==> src/rtl/dir_pkg.sv <==
package dir_pkg;
  typedef enum logic [1:0] {
    OP_RD  = 2'd0,
    OP_WR  = 2'd1,
    OP_RPL = 2'd2
  } dir_op_e;
endpackage

==> src/rtl/dir_slot_match.sv <==
// Finds the slot naming a node and the lowest free slot.
module dir_slot_match #(
  parameter int NODE_W = 4,
  parameter int N_PTR  = 4,
  localparam int IDX_W = (N_PTR > 1) ? $clog2(N_PTR) : 1
) (
  input  logic [N_PTR-1:0]        vld,
  input  logic [N_PTR*NODE_W-1:0] ptr,
  input  logic [NODE_W-1:0]       node,
  output logic                    hit,
  output logic [N_PTR-1:0]        hit_oh,
  output logic                    full,
  output logic [IDX_W-1:0]        free_idx
);
  for (genvar k = 0; k < N_PTR; k++) begin : g_cmp
    assign hit_oh[k] = vld[k] && (ptr[k*NODE_W +: NODE_W] == node);
  end

  assign hit  = |hit_oh;
  assign full = &vld;

  always_comb begin
    free_idx = '0;
    for (int k = N_PTR - 1; k >= 0; k--) begin
      if (!vld[k]) free_idx = IDX_W'(k);
    end
  end
endmodule

==> src/rtl/dir_target_gen.sv <==
// Builds the per-node set of invalidate targets.
module dir_target_gen #(
  parameter int NODE_W    = 4,
  parameter int N_PTR     = 4,
  parameter int HOME_NODE = 0,
  localparam int N_NODES  = 1 << NODE_W
) (
  input  logic [N_PTR-1:0]        vld,
  input  logic [N_PTR*NODE_W-1:0] ptr,
  input  logic                    local_cp,
  input  logic                    ovf,
  input  logic                    evict,
  input  logic [NODE_W-1:0]       writer,
  output logic [N_NODES-1:0]      targets
);
  localparam logic [N_NODES-1:0] ONE = {{(N_NODES-1){1'b0}}, 1'b1};

  logic [N_NODES-1:0] raw;

  always_comb begin
    raw = '0;
    if (evict) begin
      raw = ONE << ptr[NODE_W-1:0];
    end else if (ovf) begin
      raw = '1;
    end else begin
      for (int k = 0; k < N_PTR; k++) begin
        if (vld[k]) raw = raw | (ONE << ptr[k*NODE_W +: NODE_W]);
      end
      if (local_cp) raw[HOME_NODE] = 1'b1;
    end
    targets = raw & ~(ONE << writer);
  end
endmodule

==> src/rtl/dir_pick_lowest.sv <==
// Priority encoder: index of the lowest set bit.
module dir_pick_lowest #(
  parameter int N      = 16,
  localparam int IDX_W = (N > 1) ? $clog2(N) : 1
) (
  input  logic [N-1:0]     vec,
  output logic             any,
  output logic [IDX_W-1:0] idx
);
  always_comb begin
    any = |vec;
    idx = '0;
    for (int k = N - 1; k >= 0; k--) begin
      if (vec[k]) idx = IDX_W'(k);
    end
  end
endmodule

==> src/rtl/dir_entry_mgr.sv <==
module dir_entry_mgr
  import dir_pkg::*;
#(
  parameter int NODE_W    = 4,
  parameter int N_PTR     = 4,
  parameter int HOME_NODE = 0,
  parameter bit BCAST     = 1'b1,
  localparam int N_NODES  = 1 << NODE_W,
  localparam int IDX_W    = (N_PTR > 1) ? $clog2(N_PTR) : 1
) (
  input  logic                    clk,
  input  logic                    rst,
  input  logic                    req_valid,
  input  logic [1:0]              req_op,
  input  logic [NODE_W-1:0]       req_node,
  output logic                    req_ready,
  output logic                    inv_valid,
  output logic [NODE_W-1:0]       inv_node,
  input  logic                    inv_ready,
  output logic                    ent_local,
  output logic [N_PTR-1:0]        ent_vld,
  output logic [N_PTR*NODE_W-1:0] ent_ptr,
  output logic                    ent_ovf,
  output logic                    ent_dirty
);
  localparam logic [N_NODES-1:0] ONE  = {{(N_NODES-1){1'b0}}, 1'b1};
  localparam logic [NODE_W-1:0]  HOME = NODE_W'(HOME_NODE);

  // record state
  logic                loc_q, ovf_q, dirty_q;
  logic [N_PTR-1:0]    vld_q;
  logic [NODE_W-1:0]   ptr_q [N_PTR];
  logic [N_PTR*NODE_W-1:0] ptr_flat;

  // invalidate sequencing state
  logic                busy_q;
  logic [N_NODES-1:0]  pend_q;
  dir_op_e             op_q;
  logic [NODE_W-1:0]   node_q;

  for (genvar k = 0; k < N_PTR; k++) begin : g_flat
    assign ptr_flat[k*NODE_W +: NODE_W] = ptr_q[k];
  end

  dir_op_e op_in;
  assign op_in = dir_op_e'(req_op);

  logic             hit, full;
  logic [N_PTR-1:0] hit_oh;
  logic [IDX_W-1:0] free_idx;

  dir_slot_match #(.NODE_W(NODE_W), .N_PTR(N_PTR)) u_match (
    .vld(vld_q), .ptr(ptr_flat), .node(req_node),
    .hit(hit), .hit_oh(hit_oh), .full(full), .free_idx(free_idx)
  );

  logic [N_NODES-1:0] targets;

  dir_target_gen #(.NODE_W(NODE_W), .N_PTR(N_PTR), .HOME_NODE(HOME_NODE)) u_tgt (
    .vld(vld_q), .ptr(ptr_flat), .local_cp(loc_q), .ovf(ovf_q),
    .evict(op_in == OP_RD), .writer(req_node), .targets(targets)
  );

  logic              pend_any;
  logic [NODE_W-1:0] pend_idx;

  dir_pick_lowest #(.N(N_NODES)) u_pick (
    .vec(pend_q), .any(pend_any), .idx(pend_idx)
  );

  // control decode
  logic               acc, is_home, last, do_wr, do_ev, rd_evict;
  logic [N_NODES-1:0] inv_oh;
  logic [NODE_W-1:0]  wr_node;

  assign acc      = !busy_q && req_valid;
  assign is_home  = (req_node == HOME);
  assign inv_oh   = ONE << pend_idx;
  assign last     = busy_q && inv_ready && ((pend_q & ~inv_oh) == '0);
  assign rd_evict = !BCAST && !is_home && !hit && full;
  assign do_wr    = (acc && op_in == OP_WR && targets == '0) ||
                    (last && op_q == OP_WR);
  assign do_ev    = last && op_q == OP_RD;
  assign wr_node  = busy_q ? node_q : req_node;

  always_ff @(posedge clk) begin
    if (rst) begin
      loc_q   <= 1'b0;
      ovf_q   <= 1'b0;
      dirty_q <= 1'b0;
      vld_q   <= '0;
      for (int k = 0; k < N_PTR; k++) ptr_q[k] <= '0;
      busy_q  <= 1'b0;
      pend_q  <= '0;
      op_q    <= OP_RD;
      node_q  <= '0;
    end else begin
      if (acc) begin
        unique case (op_in)
          OP_RD: begin
            dirty_q <= 1'b0;
            if (is_home) begin
              loc_q <= 1'b1;
            end else if (!hit) begin
              if (!full) begin
                ptr_q[free_idx] <= req_node;
                vld_q[free_idx] <= 1'b1;
              end else if (BCAST) begin
                ovf_q <= 1'b1;
              end
            end
            if (rd_evict) begin
              pend_q <= targets;
              busy_q <= 1'b1;
              op_q   <= OP_RD;
              node_q <= req_node;
            end
          end
          OP_WR: begin
            if (targets != '0) begin
              pend_q <= targets;
              busy_q <= 1'b1;
              op_q   <= OP_WR;
              node_q <= req_node;
            end
          end
          OP_RPL: begin
            dirty_q <= 1'b0;
            if (is_home) loc_q <= 1'b0;
            else         vld_q <= vld_q & ~hit_oh;
          end
          default: ;
        endcase
      end

      if (busy_q && inv_ready) pend_q <= pend_q & ~inv_oh;
      if (last) busy_q <= 1'b0;

      if (do_wr) begin
        vld_q   <= '0;
        ovf_q   <= 1'b0;
        dirty_q <= 1'b1;
        if (wr_node == HOME) begin
          loc_q <= 1'b1;
        end else begin
          loc_q    <= 1'b0;
          vld_q[0] <= 1'b1;
          ptr_q[0] <= wr_node;
        end
      end

      if (do_ev) ptr_q[0] <= node_q;
    end
  end

  assign req_ready = !busy_q;
  assign inv_valid = busy_q && pend_any;
  assign inv_node  = pend_idx;
  assign ent_local = loc_q;
  assign ent_vld   = vld_q;
  assign ent_ptr   = ptr_flat;
  assign ent_ovf   = ovf_q;
  assign ent_dirty = dirty_q;
endmodule

==> config.mk <==
export PLATFORM = sky130hd
export DESIGN_NAME = dir_entry_mgr
export DESIGN_NICKNAME = d
export VERILOG_FILES = /design/src/rtl/dir_pkg.sv /design/src/rtl/dir_slot_match.sv /design/src/rtl/dir_target_gen.sv /design/src/rtl/dir_pick_lowest.sv /design/src/rtl/dir_entry_mgr.sv
export SDC_FILE = /design/constraint.sdc
export NUM_CORES = 1
export LEC_CHECK = 0
export ABC_CLOCK_PERIOD_IN_PS = 7200
export BUFFER_PORTS_ARGS = -buffer_cell sky130_fd_sc_hd__buf_2
export CAP_MARGIN = 20
export CORE_ASPECT_RATIO = 0.9
export CORE_MARGIN = 2
export CORE_UTILIZATION = 40
export DETAILED_ROUTE_END_ITERATION = 10
export MAX_ROUTING_LAYER = met4
export PLACE_DENSITY = 0.57
export RECOVER_POWER = 100
export SETUP_SLACK_MARGIN = 0.4
export SLEW_MARGIN = 10
export SYNTH_ARGS = -nofsm -noshare
export SYNTH_HDL_FRONTEND = slang
export SYNTH_HIERARCHICAL = 1
export SYNTH_SLANG_ARGS = --single-unit
==> constraint.sdc <==
create_clock -name clk -period 7.2 [get_ports clk]
set_clock_uncertainty 0.15 [all_clocks]
set_input_delay 0 -clock clk [delete_from_list [all_inputs] [get_ports clk]]
set_output_delay 0 -clock clk [all_outputs]
set_load 0.01 [all_outputs]
==> results by group <==
STA
  • Final min period: 4.18 ns
  • Final setup vio count: 0
  • Fin crit share: approximately three fifths
  • Endpoints failing hold: 0
  • Max-slew violation count: 0
  • Max Freq: 239 MHz
  • Relative slew slack: 31.8%
  • Final TNS setup: 0 ns
  • Final WS setup: around 3 ns
  • Worst Tran Pin Value: just over 1 ns
  • RSZ-0062 raised after global routing: false

Die
  • Row count: 32
  • Die Ht: roughly 93 um
  • Initial Util: between 40% and 50%
  • Core box area: ~8600 um2
  • Die width: between 100 and 150 um
  • Full die area: 9640 um2
  • I/O pin cnt: 39

Setup path
  • CP top delay family: simple AND/OR/NAND/NOR gates
  • CP peak stage delay: around 0.60 ns
  • Slowest-stage cell, CP: o22ai_1
  • CP Launch Type: register
  • CP max FO: 9
  • Worst Reg-to-Reg Cells: 10
  • RR Startpoint: pend_q[15]$_SDFFE_PP0P_
  • Worst setup path class: register to register
  • Nature of the critical path endpoint: register
  • Critical R2R Capture: ptr_q[0][1]$_SDFFCE_PN0P_
  • Worst EP required: approximately 7.0 ns
  • WP data arrival: ~4 ns
  • Reg-to-reg slack, setup: about 3.0 ns
  • Buf/Inv on CP: 1
  • Crit-path cells: a21oi_1 -> o311a_1 -> o22ai_1 -> clkbuf_1 -> or4b_1 -> a21oi_1 -> o211ai_1 -> nor4_1 -> nand3_1 -> nand4_1
  • CP dominant cell by count: a21oi_1

Clock tree
  • Inserted Clock Buffers: 5
  • CTS resizes: 0
  • Clock Latency Late Sink: roughly 0.30 ns
  • Clock tree buffer depth: 2
  • TritonCTS clock tree: yes
  • H-tree Lvls: 2
  • Clock Pin Slew Worst Setup and Hold Paths: around 0.080 ns
  • TritonCTS Sinks: 45
  • CTS root buf: clkbuf_8

Drt
  • Pre-antenna DRT Iters: 5
  • Antenna Violating Nets Remaining: 0
  • Drt total wl: around 11 mm
  • Vias: about 3.8k
  • WL met2: a little under 5 mm
  • Wirelength per Cell: roughly 18 um
  • 1st-iter DRT viols: 303
  • M1 WL: about 5.6 mm
  • Via density: between 5 and 6
  • Remaining DRCs: 0
  • DR WL met3: 918 um
  • Top routing layer in use: met4

Synthesis
  • Largest family of logic cells by synthesized area: simple AND/OR/NAND/NOR gates
  • Mapped cell area: around 3500 um2
  • Post-synthesis mux area share: less than 1%
  • Post-synth top area share: 16.4%
  • Synth Area in XOR/XNOR: under 10%
  • Synth Area in Simple Gates: a little under two fifths
  • Sequential share of the synthesized area: 29.9%
  • Syn_area_per_cell: 7.35 um2
  • Synth Area in Compound Gates: between 20% and 30%
  • Largest area contributor in the netlist: dfxtp_1
  • Cells after Synth: roughly 480
  • Synth Net Count: 493
  • Most common cell in the synthesized netlist: nand2_1
  • Largest cells by area after synthesis: dfxtp_1 16%, edfxtp_1 14%, a21oi_1 8.6%, nand2_1 6.6%, nor2_1 5.6%
  • Post-Synth Adder-Cell Area: 0%
  • Ys Warns: 6
  • Top post-synthesis cells by count: 62 x nand2_1, 61 x a21oi_1, 53 x nor2_1
  • Ys async rst share: 0%
  • Yosys cell types: 64
  • Prevailing post-synth register cell: dfxtp_1
  • Number of enable flip-flop cells after synthesis: 16
  • Synth Register Bits: 45

Global routing
  • Initial antenna violation count: 0
  • Vias in the first global route: 3,373
  • Aggregate global routing overflow: 0
  • Largest net degree at the start of global routing: 36
  • First-pass GRT wire length: around 18 mm
  • Total Routing Usage GR: approximately a quarter

Finish
  • Synth-to-layout area growth: 9.73%
  • Fin nets: roughly 530
  • Filler cells: between 900 and 1k
  • N_diodes: 0
  • Core Util, Final: a little under half
  • Layout cells sized above 1: 5.41%

Worst hold path
  • Class of the worst hold path: input pin to register
  • Worst Min Path Start: req_node[1]
  • WHS Path Cells: 3
  • WHS Endpoint: node_q[1]$_SDFFE_PP0P_

Placed design
  • GP Congestion: approximately 1
  • Port bufs: 38
  • Setup WS pre-CTS: around 3.4 ns
  • Final HPWL DP: ~8.6 mm

Run status
  • Run status: complete, no violations

Power and ir drop
  • PD cells: ~150 nW/um2
  • Pleak: ~1.2 nW
  • Maximum VDD drop: 0.0670 mV
  • Design Power: approximately 570 uW

Job
  • Max_cap viols: 0
==> how the worst max path moves through the flow <==
stage                                 start                        end  slack [ns]  cells after the start
floorplan            pend_q[4]$_SDFFE_PP0P_  ptr_q[0][0]$_SDFFCE_PN0P_        4.04                     10
global placement    pend_q[14]$_SDFFE_PP0P_  ptr_q[0][0]$_SDFFCE_PN0P_        3.35                     10
detailed placement  pend_q[15]$_SDFFE_PP0P_  ptr_q[0][2]$_SDFFCE_PN0P_        3.38                      9
CTS                 pend_q[15]$_SDFFE_PP0P_  ptr_q[0][0]$_SDFFCE_PN0P_        3.36                      9
global route        pend_q[13]$_SDFFE_PP0P_  ptr_q[0][0]$_SDFFCE_PN0P_        2.77                     10
finish              pend_q[15]$_SDFFE_PP0P_  ptr_q[0][1]$_SDFFCE_PN0P_        3.02                     10
==> sequential cells by signal (all words and copies together), names as in the netlist <==
name,cells
ent_ovf,1
busy_q,1
ent_local,1
op_q,1
ent_vld,4
ptr_q,16
node_q,4
pend_q,16
ent_dirty,1
==> per-layer routing <==
layer | global-route usage [%] | vias to the layer above
met4 | 4.06 | 0
met1 | 39.3 | 1774
met3 | 3.36 | 8
met2 | 34.4 | 157
li1 | - | 1851
met5 | - | -
==> per-stage QoR <==
stage          std cells  hold slack (ns)  cell area, um2
2_1_floorplan        483          -0.0140            3550
6_report             637           0.0497            3890
3_3_place_gp         623            0.261            3800
3_5_place_dp         624            0.261            3810
4_1_cts              635           0.0373            3950
5_1_grt              637           0.0639            3890
==> repair_timing <==
item	4_1_cts	5_1_grt
setup buffers	0	0
endpoints found under the hold margin	3	0
hold buffers	3	0
==> power by group <==
| part | switching [mW] | internal, mW | leakage, nW |
|---|---|---|---|
| combinational | 0.0599 | 0.0279 | 0.789 |
| clock | 0.0913 | 0.105 | 0.0558 |
| sequential | 0.0148 | 0.271 | 0.400 |
| total | 0.166 | 0.404 | 1.24 |
==> cell type report <==
type	instances	area, um2	area share [%]
repair buffers	45	205	5.27
clock buffers	6	72.6	1.86
flip-flops and latches	45	1060	27.2
multi-input cells	408	2320	59.6
clock inverters	2	38.8	0.996
well taps	119	149	3.82
inverters	12	45.0	1.16
==> placed cells by master (no fill, tap or decap), types with 12 or more instances in the layout <==
cell type  Yosys  routed
clkbuf_1      10      33
nand3_1       13      13
o21ai_0       21      25
edfxtp_1      16      16
nand2_1       62      62
nand2b_1      16      16
nor2_1        53      53
inv_1         12      12
nor3_1        22      22
dfxtp_1       29      29
o22ai_1       13      13
a21oi_1       61      61
o31ai_1       13      13
nor4_1        15      18
xor2_1        12      12
==> tightest hold or removal path: cells and delay by family <==
kind,cells,cell delay [ns]
compound gates,1,0.17
buf+inv,1,0.24
simple gates,1,0.04
==> cell families after synthesis <==
logic type / after synthesis
flip-flops: 45
AND/OR/NAND/NOR: 246
multiplexers: 3
XOR/XNOR: 16
AO/OA/AOI/OAI: 143
buffers and inverters: 30
No activity file was read; power rests on OpenSTA's default activity.
